==> config.mk <==
export PLATFORM = sky130hd
export DESIGN_NAME = sdram_cmd_seq
export DESIGN_NICKNAME = d
export VERILOG_FILES = /design/src/rtl/sdram_seq_pkg.sv /design/src/rtl/sdram_timing_calc.sv /design/src/rtl/sdram_cmd_gen.sv /design/src/rtl/sdram_data_path.sv /design/src/rtl/sdram_cmd_seq.sv
export SDC_FILE = /design/constraint.sdc
export NUM_CORES = 1
export LEC_CHECK = 0
export BUFFER_PORTS_ARGS = -buffer_cell sky130_fd_sc_hd__buf_2
export CAP_MARGIN = 20
export CORE_MARGIN = 3
export CORE_UTILIZATION = 60
export CTS_CLUSTER_DIAMETER = 120
export DETAILED_ROUTE_END_ITERATION = 8
export PLACE_DENSITY = 0.88
export REMOVE_ABC_BUFFERS = 1
export SLEW_MARGIN = 10
export SYNTH_ARGS = -nofsm -noshare
export SYNTH_HDL_FRONTEND = slang
export SYNTH_HIERARCHICAL = 1
export SYNTH_SLANG_ARGS = --single-unit
==> constraint.sdc <==
create_clock -name clk -period 12.2 [get_ports clk]
set_input_delay 1.22 -clock clk [delete_from_list [all_inputs] [get_ports clk]]
set_output_delay 1.22 -clock clk [all_outputs]
set_load 0.05 [all_outputs]
==> src/rtl/sdram_seq_pkg.sv <==
// Shared command codes and burst decode for the SDRAM sequencer.
// Assumes the strobe order {cs_n, ras_n, cas_n, we_n}.
package sdram_seq_pkg;

    typedef enum logic [3:0] {
        CMD_DESEL = 4'b1111,
        CMD_NOP   = 4'b0111,
        CMD_ACT   = 4'b0011,
        CMD_RD    = 4'b0101,
        CMD_WR    = 4'b0100,
        CMD_PRE   = 4'b0010
    } sd_cmd_e;

    typedef enum logic [1:0] {
        ASEL_ZERO = 2'd0,
        ASEL_ROW  = 2'd1,
        ASEL_COL  = 2'd2
    } addr_sel_e;

    // Burst code to beat count: 0->2, 1->4, 2 and 3->8.
    function automatic logic [3:0] burst_beats(input logic [1:0] code);
        case (code)
            2'd0:    burst_beats = 4'd2;
            2'd1:    burst_beats = 4'd4;
            default: burst_beats = 4'd8;
        endcase
    endfunction

endpackage

==> src/rtl/sdram_timing_calc.sv <==
// Turns captured timing settings into cycle offsets measured from the
// first activate cycle. Assumes CNT_W holds the sum of all maxima.
module sdram_timing_calc
    import sdram_seq_pkg::*;
#(
    parameter int TCL_W  = 3,
    parameter int TRCD_W = 4,
    parameter int TRP_W  = 4,
    parameter int TRAS_W = 5,
    parameter int CNT_W  = 8
) (
    input  logic [TCL_W-1:0]  tcl,
    input  logic [TRCD_W-1:0] trcd,
    input  logic [TRP_W-1:0]  trp,
    input  logic [TRAS_W-1:0] tras,
    input  logic              cr2,
    input  logic [1:0]        burst,
    output logic [CNT_W-1:0]  t_rw,
    output logic [CNT_W-1:0]  t_pre,
    output logic [CNT_W-1:0]  t_end,
    output logic [CNT_W-1:0]  tcl_eff,
    output logic [CNT_W-1:0]  bl,
    output logic [CNT_W-1:0]  cr
);
    logic [CNT_W-1:0] rcd, rp, ras, need;

    // Clamp zero settings, apply command rate floor, stretch precharge.
    always_comb begin
        cr      = cr2 ? CNT_W'(2) : CNT_W'(1);
        tcl_eff = (tcl == '0) ? CNT_W'(1) : CNT_W'(tcl);
        rcd     = (trcd == '0) ? CNT_W'(1) : CNT_W'(trcd);
        if (rcd < cr) rcd = cr;
        bl      = CNT_W'(burst_beats(burst));
        need    = rcd + tcl_eff + bl;
        ras     = CNT_W'(tras);
        t_pre   = (ras > need) ? ras : need;
        rp      = (trp == '0) ? CNT_W'(1) : CNT_W'(trp);
        if (rp < cr) rp = cr;
        t_rw    = rcd;
        t_end   = t_pre + rp - CNT_W'(1);
    end

endmodule

==> src/rtl/sdram_cmd_gen.sv <==
// Decodes the access cycle counter into the command on the strobes and
// the address source. Assumes t_rw >= cr and t_pre >= t_rw + cr.
module sdram_cmd_gen
    import sdram_seq_pkg::*;
#(
    parameter int CNT_W = 8
) (
    input  logic             busy,
    input  logic             is_write,
    input  logic [CNT_W-1:0] t,
    input  logic [CNT_W-1:0] t_rw,
    input  logic [CNT_W-1:0] t_pre,
    input  logic [CNT_W-1:0] cr,
    output sd_cmd_e          cmd,
    output addr_sel_e        asel
);
    // Pick the command whose window contains the current cycle.
    always_comb begin
        cmd  = busy ? CMD_NOP : CMD_DESEL;
        asel = ASEL_ZERO;
        if (busy) begin
            if (t < cr) begin
                cmd  = CMD_ACT;
                asel = ASEL_ROW;
            end else if (t >= t_rw && t < t_rw + cr) begin
                cmd  = is_write ? CMD_WR : CMD_RD;
                asel = ASEL_COL;
            end else if (t >= t_pre && t < t_pre + cr) begin
                cmd  = CMD_PRE;
            end
        end
    end

endmodule

==> src/rtl/sdram_data_path.sv <==
// Drives write beats and registers read beats. Assumes the counter t
// starts at 0 on the activate cycle and that dq_in is synchronous.
module sdram_data_path #(
    parameter int CNT_W = 8,
    parameter int DQ_W  = 8
) (
    input  logic             clk,
    input  logic             rst_n,
    input  logic             busy,
    input  logic             is_write,
    input  logic [CNT_W-1:0] t,
    input  logic [CNT_W-1:0] t_rw,
    input  logic [CNT_W-1:0] tcl_eff,
    input  logic [CNT_W-1:0] bl,
    input  logic [DQ_W-1:0]  wdata,
    input  logic [DQ_W-1:0]  dq_in,
    output logic [DQ_W-1:0]  dq_out,
    output logic             dq_oe,
    output logic [DQ_W-1:0]  rd_data,
    output logic             rd_valid
);
    logic [CNT_W-1:0] rd_first;
    logic             rd_win;

    // Write window and read sampling window from the column command.
    always_comb begin
        rd_first = t_rw + tcl_eff;
        dq_oe    = busy && is_write && t >= t_rw && t < t_rw + bl;
        dq_out   = dq_oe ? wdata : '0;
        rd_win   = busy && !is_write && t >= rd_first && t < rd_first + bl;
    end

    // Capture one read beat per sampling cycle.
    always_ff @(posedge clk) begin
        if (!rst_n) begin
            rd_valid <= 1'b0;
            rd_data  <= '0;
        end else begin
            rd_valid <= rd_win;
            rd_data  <= rd_win ? dq_in : rd_data;
        end
    end

    // beats only for reads, never while writing.
    a_r4_read_only: assert property (@(posedge clk) disable iff (!rst_n)
        rd_valid |-> !dq_oe);

endmodule

==> src/rtl/sdram_cmd_seq.sv <==
// Closed-page SDRAM sequencer: one request becomes activate, read or
// write, precharge. Assumes a single device, one access at a time, and
// timing inputs stable in the handshake cycle.
module sdram_cmd_seq
    import sdram_seq_pkg::*;
#(
    parameter int BANK_W = 2,
    parameter int ROW_W  = 13,
    parameter int COL_W  = 10,
    parameter int DQ_W   = 8,
    parameter int TCL_W  = 3,
    parameter int TRCD_W = 4,
    parameter int TRP_W  = 4,
    parameter int TRAS_W = 5
) (
    input  logic              clk,
    input  logic              rst_n,
    input  logic              req_valid,
    output logic              req_ready,
    input  logic              req_write,
    input  logic [BANK_W-1:0] req_bank,
    input  logic [ROW_W-1:0]  req_row,
    input  logic [COL_W-1:0]  req_col,
    input  logic [DQ_W-1:0]   req_wdata,
    input  logic [TCL_W-1:0]  cfg_tcl,
    input  logic [TRCD_W-1:0] cfg_trcd,
    input  logic [TRP_W-1:0]  cfg_trp,
    input  logic [TRAS_W-1:0] cfg_tras,
    input  logic              cfg_cmd_rate2,
    input  logic [1:0]        cfg_burst,
    output logic              sd_cs_n,
    output logic              sd_ras_n,
    output logic              sd_cas_n,
    output logic              sd_we_n,
    output logic [BANK_W-1:0] sd_ba,
    output logic [ROW_W-1:0]  sd_addr,
    output logic [DQ_W-1:0]   sd_dq_out,
    output logic              sd_dq_oe,
    input  logic [DQ_W-1:0]   sd_dq_in,
    output logic [DQ_W-1:0]   rd_data,
    output logic              rd_valid
);
    localparam int CNT_W = $clog2((1 << TRAS_W) + (1 << TRCD_W)
                                  + (1 << TCL_W) + (1 << TRP_W) + 16) + 1;

    logic              busy, last, accept;
    logic [CNT_W-1:0]  t, t_rw, t_pre, t_end, tcl_eff, bl, cr;
    logic              l_write, l_cr2;
    logic [BANK_W-1:0] l_bank;
    logic [ROW_W-1:0]  l_row;
    logic [COL_W-1:0]  l_col;
    logic [DQ_W-1:0]   l_wdata;
    logic [TCL_W-1:0]  l_tcl;
    logic [TRCD_W-1:0] l_trcd;
    logic [TRP_W-1:0]  l_trp;
    logic [TRAS_W-1:0] l_tras;
    logic [1:0]        l_burst;
    sd_cmd_e           cmd;
    addr_sel_e         asel;

    // Handshake: free when idle or in the final cycle of an access.
    always_comb begin
        last      = busy && (t == t_end);
        req_ready = rst_n && (!busy || last);
        accept    = req_valid && req_ready;
    end

    // Access counter and snapshot of the request and its timing.
    always_ff @(posedge clk) begin
        if (!rst_n) begin
            busy    <= 1'b0;
            t       <= '0;
            l_write <= 1'b0;
            l_cr2   <= 1'b0;
            l_bank  <= '0;
            l_row   <= '0;
            l_col   <= '0;
            l_wdata <= '0;
            l_tcl   <= '0;
            l_trcd  <= '0;
            l_trp   <= '0;
            l_tras  <= '0;
            l_burst <= '0;
        end else if (accept) begin
            busy    <= 1'b1;
            t       <= '0;
            l_write <= req_write;
            l_cr2   <= cfg_cmd_rate2;
            l_bank  <= req_bank;
            l_row   <= req_row;
            l_col   <= req_col;
            l_wdata <= req_wdata;
            l_tcl   <= cfg_tcl;
            l_trcd  <= cfg_trcd;
            l_trp   <= cfg_trp;
            l_tras  <= cfg_tras;
            l_burst <= cfg_burst;
        end else if (last) begin
            busy    <= 1'b0;
        end else if (busy) begin
            t       <= t + CNT_W'(1);
        end
    end

    sdram_timing_calc #(
        .TCL_W(TCL_W), .TRCD_W(TRCD_W), .TRP_W(TRP_W),
        .TRAS_W(TRAS_W), .CNT_W(CNT_W)
    ) u_timing (
        .tcl(l_tcl), .trcd(l_trcd), .trp(l_trp), .tras(l_tras),
        .cr2(l_cr2), .burst(l_burst),
        .t_rw(t_rw), .t_pre(t_pre), .t_end(t_end),
        .tcl_eff(tcl_eff), .bl(bl), .cr(cr)
    );

    sdram_cmd_gen #(.CNT_W(CNT_W)) u_cmd (
        .busy(busy), .is_write(l_write), .t(t), .t_rw(t_rw),
        .t_pre(t_pre), .cr(cr), .cmd(cmd), .asel(asel)
    );

    sdram_data_path #(.CNT_W(CNT_W), .DQ_W(DQ_W)) u_data (
        .clk(clk), .rst_n(rst_n), .busy(busy), .is_write(l_write),
        .t(t), .t_rw(t_rw), .tcl_eff(tcl_eff), .bl(bl),
        .wdata(l_wdata), .dq_in(sd_dq_in), .dq_out(sd_dq_out),
        .dq_oe(sd_dq_oe), .rd_data(rd_data), .rd_valid(rd_valid)
    );

    // Device pins: strobes, bank and multiplexed address.
    always_comb begin
        {sd_cs_n, sd_ras_n, sd_cas_n, sd_we_n} = cmd;
        sd_ba = busy ? l_bank : '0;
        case (asel)
            ASEL_ROW: sd_addr = l_row;
            ASEL_COL: sd_addr = ROW_W'(l_col);
            default:  sd_addr = '0;
        endcase
    end

    // ---------------- checking logic ----------------
    logic [3:0]       prev_cmd;
    logic [CNT_W:0]   since_act, since_pre;
    logic             pre_seen;
    logic             act_start, col_start, pre_start, any_start;

    // Detect the first cycle of each command.
    always_comb begin
        act_start = (cmd == CMD_ACT) && (prev_cmd != 4'(CMD_ACT));
        col_start = (cmd == CMD_RD || cmd == CMD_WR) && (prev_cmd != 4'(cmd));
        pre_start = (cmd == CMD_PRE) && (prev_cmd != 4'(CMD_PRE));
        any_start = act_start || col_start || pre_start;
    end

    // Cycles elapsed since the last activate and precharge began.
    always_ff @(posedge clk) begin
        if (!rst_n) begin
            prev_cmd  <= 4'(CMD_DESEL);
            since_act <= '0;
            since_pre <= '0;
            pre_seen  <= 1'b0;
        end else begin
            prev_cmd  <= 4'(cmd);
            since_act <= act_start ? (CNT_W+1)'(1)
                       : (since_act == '1 ? since_act : since_act + 1'b1);
            since_pre <= pre_start ? (CNT_W+1)'(1)
                       : (since_pre == '1 ? since_pre : since_pre + 1'b1);
            pre_seen  <= pre_seen || pre_start;
        end
    end

    // an activate only follows an accepted request.
    a_r2_act_after_accept: assert property (@(posedge clk) disable iff (!rst_n)
        act_start |-> $past(req_valid && req_ready));

    // column command no earlier than tRCD after activate.
    a_r3_rcd_met: assert property (@(posedge clk) disable iff (!rst_n)
        col_start |-> since_act >= (CNT_W+1)'(l_trcd));

    // precharge no earlier than tRAS after activate.
    a_r7_ras_met: assert property (@(posedge clk) disable iff (!rst_n)
        pre_start |-> since_act >= (CNT_W+1)'(l_tras));

    // a write burst has ended before precharge.
    a_r7_wr_burst_done: assert property (@(posedge clk) disable iff (!rst_n)
        pre_start |-> !sd_dq_oe);

    // activate respects the precharge time of the previous access.
    a_r8_rp_met: assert property (@(posedge clk) disable iff (!rst_n)
        (act_start && pre_seen) |-> since_pre >= (CNT_W+1)'($past(l_trp)));

    // under the slow command rate a command stays for a second cycle.
    a_r9_cmd_hold: assert property (@(posedge clk) disable iff (!rst_n)
        (any_start && l_cr2) |=> ({sd_cs_n, sd_ras_n, sd_cas_n, sd_we_n} == $past(4'(cmd))));

endmodule

==> out/metrics.yaml <==
worst_setup_path:
  cp.buffers_inverters: 6
  required_ps: 10980
  crit_slowest_cell: "a21oi_1"
  cp-start-kind: "flip-flop"
  crit_path_frequent_cell: "ha_1"
  crit_arrival_ps: 8770
  crit_family: "adder cells"
  crit_path_end_kind: "output port"
  critPathMaxFanout: 61
  cpPeakStageDelay_ps: 790
  worstSetupPathType: "flip-flop to output port"
cts:
  cts_resized: 0
  numCtsBuffers: 9
  worstSkewPairLatency_ps: 330
  clkSlewWorstSetupHoldPaths_ps: 50
  postCtsSetupBuffers: 0
  cts-root-buf: "clkbuf_16"
  ctsHoldBuffers: 0
  cts_tree: "built"
  clockBufferDepth: 2
  cts.htree.levels: 3
  cts.sinks: 71
final_layout:
  layout_commonest_cell: "ha_1"
  layout_common_cells: "ha_1 (128), nand3_1 (117), buf_2 (100), inv_1 (85), dfxtp_1 (70)"
  nNetsFinal: 1354
  finalInstanceArea_mm2: 0.009369
  syn2layout_area_growth_pct: 5.688
  fillers: 1158
  drive_gt1_frac: 0.1273
  diodes: 0
floorplanning:
  io_pins: 102
  die_h_um: 127.6
  row_count: 43
  dieWidth_um: 127.6
  core_area_mm2: 0.01415
  initial_utilization: 0.6265
  dieArea_mm2: 0.01627
routing:
  vias: 8571
  drc_errors: 0
  drtIter0Drc: 960
  via_per_inst: 6.420
  route.met2.wl_mm: 10.96
  drt-total-wl_mm: 23.05
  routed-wl-met3_mm: 1.750
  post_drt_wl_per_cell_um: 17.27
  firstDrtPassIters: 5
  dr.max_layer_used: "met4"
  ant_nets: 0
  m1WireLength_mm: 9.896
sta:
  max_slew_margin: 0.3185
  whs_ps: 458.2
  post-route-period-util: 0.8187
  fmax_mhz: 100.1
  finalHoldViolCount: 0
  worst_slew_pin_slew_ps: 1022
  fin_worst_skew_ps: 6.217
  rsz0062_at_grt: "false"
  setup_ws_ps: 2212
  setup_tns_ps: 0
  slew_violations: 0
  finalCriticalPeriod_ps: 9988
  setup_viol_count_final: 0
placed_design:
  placedInstanceArea_mm2: 0.009055
  gp_congestion: 0.8914
  numPortBuffers: 101
  dp_worst_setup_slack_ps: 2669
  dpl.hpwl_mm: 15.28
run_status:
  outcome: "complete, no violations"
synthesis:
  synth_cell_types: 62
  ys_seq_area_frac: 0.1603
  synth_area_leaders: "ha_1 (18%), dfxtp_1 (16%), nand3_1 (6.6%)"
  synth_largest_area_cell: "ha_1"
  synthArstFlopShare: 0
  postSynthCellCount: 1121
  synth_edf_count: 0
  ys_seq_elements: 71
  synthDominantCellAreaShare: 0.1807
  synth_area_mm2: 0.008865
  ys_warn_count: 6
  avgSynthCellArea_um2: 7.908
  synth_ff_type: "dfxtp_1"
global_route:
  overflow: 0
  grtUsageTotal: 0.2728
  grt_pass1_vias: 8023
  grt_pass1_wl_mm: 37.66
  antenna_found_initial: 0
  grt_max_degree: 120
min_path:
  min_path_type: "flip-flop to flip-flop"
pwr:
  peakVddDrop_mv: 0.4453
  total_leakage_power_nw: 4.410
  power_per_cell_area_mw_per_mm2: 246.4
run:
  max-cap-violations: 0
==> area by class of cell <==
cell class              count  area [um^2]  share of cell area
multi-input cells         873         6514              0.6952
repair buffers            112        628.1             0.06704
clock inverters             1        7.507           0.0008013
inverters                  86        322.8             0.03446
well taps                 180        225.2             0.02404
flip-flops and latches     71         1425              0.1521
clock buffers              12        246.5             0.02631
==> worst reg2reg max path, delay by kind of cell, from the launching register on <==
kind / cells / cell delay, ps
AO/OA/AOI/OAI: 7 / 2210
buffers and inverters: 5 / 960
XOR/XNOR: 2 / 430
multiplexers: 2 / 540
AND/OR/NAND/NOR: 5 / 880
adder cells (fa/ha/maj): 8 / 2600
flip-flops: 1 / 600
==> sequential cells by signal, indices dropped and copies added, names as in the netlist <==
| register | flops |
|---|---|
| l_trp | 4 |
| t | 8 |
| l_wdata | 8 |
| u_data/rd_data | 8 |
| l_tcl | 3 |
| l_burst | 2 |
| l_row | 13 |
| l_trcd | 4 |
| l_tras | 5 |
| u_data/rd_valid | 1 |
| l_col | 10 |
| l_cr2 | 1 |
| busy | 1 |
| l_bank | 2 |
| l_write | 1 |
==> synthesized netlist by cell type, types with 9 or more instances <==
| cell type | n |
|---|---|
| ha_1 | 128 |
| nand3_1 | 117 |
| inv_1 | 86 |
| dfxtp_1 | 71 |
| and3_1 | 58 |
| a31oi_1 | 57 |
| nor3b_1 | 55 |
| clkbuf_1 | 54 |
| o2111ai_1 | 52 |
| nand2_1 | 50 |
| nor2_1 | 45 |
| a21oi_1 | 39 |
| xnor2_1 | 29 |
| a21o_1 | 24 |
| buf_4 | 24 |
| xor2_1 | 18 |
| mux2i_1 | 16 |
| buf_6 | 15 |
| o21ai_0 | 15 |
| buf_2 | 13 |
| nand4_1 | 12 |
| a22oi_1 | 10 |
| and2_1 | 10 |
| nand2b_1 | 10 |
| fa_1 | 9 |
==> path summary, 6_finish.rpt <==
check,start,end,slack [ps],depth (start not counted)
worst min register to register,u_data/rd_data[2]$_SDFFE_PN0P_,u_data/rd_data[2]$_SDFFE_PN0P_,460,2
worst max register to register,l_cr2$_SDFFE_PN0P_,t[6]$_SDFFE_PP0P_,3900,29
worst max-delay path,l_cr2$_SDFFE_PN0P_,req_ready,2210,30
worst min-delay path,u_data/rd_data[2]$_SDFFE_PN0P_,u_data/rd_data[2]$_SDFFE_PN0P_,460,2
==> per-layer routing <==
| metal | vias to the layer above | track usage |
|---|---|---|
| li1 | 4158 | - |
| met1 | 3990 | 0.3677 |
| met2 | 377 | 0.4487 |
| met3 | 46 | 0.04599 |
| met4 | 0 | 0.07950 |
| met5 | - | 0 |
==> power breakdown <==
| group | switching [mW] | leakage [nW] | internal, mW |
|---|---|---|---|
| combinational | 1.14 | 3.71 | 0.634 |
| clock | 0.0961 | 0.121 | 0.140 |
| sequential | 0.0400 | 0.582 | 0.260 |
==> kinds of logic after synthesis <==
logic type      count (synthesis)  share of synthesized area
xor+xnor                       49                    0.05011
flops                          71                     0.1603
fa+ha+maj                     137                     0.2010
simple gates                  392                     0.2442
buf+inv                       198                     0.1142
other cells                     1                  0.0004230
mux                            21                    0.02653
compound gates                252                     0.2032
==> metrics by stage <==
step	power, mW	util	cells
after floorplan	1.533	-	1030
after global placement	1.901	0.6399	1319
after detailed placement	1.961	0.6399	1319
after CTS	2.207	0.6579	1332
after global routing	2.472	0.6621	1335
final	2.309	0.6621	1335
Note: power is estimated with default switching activity, not from simulation.
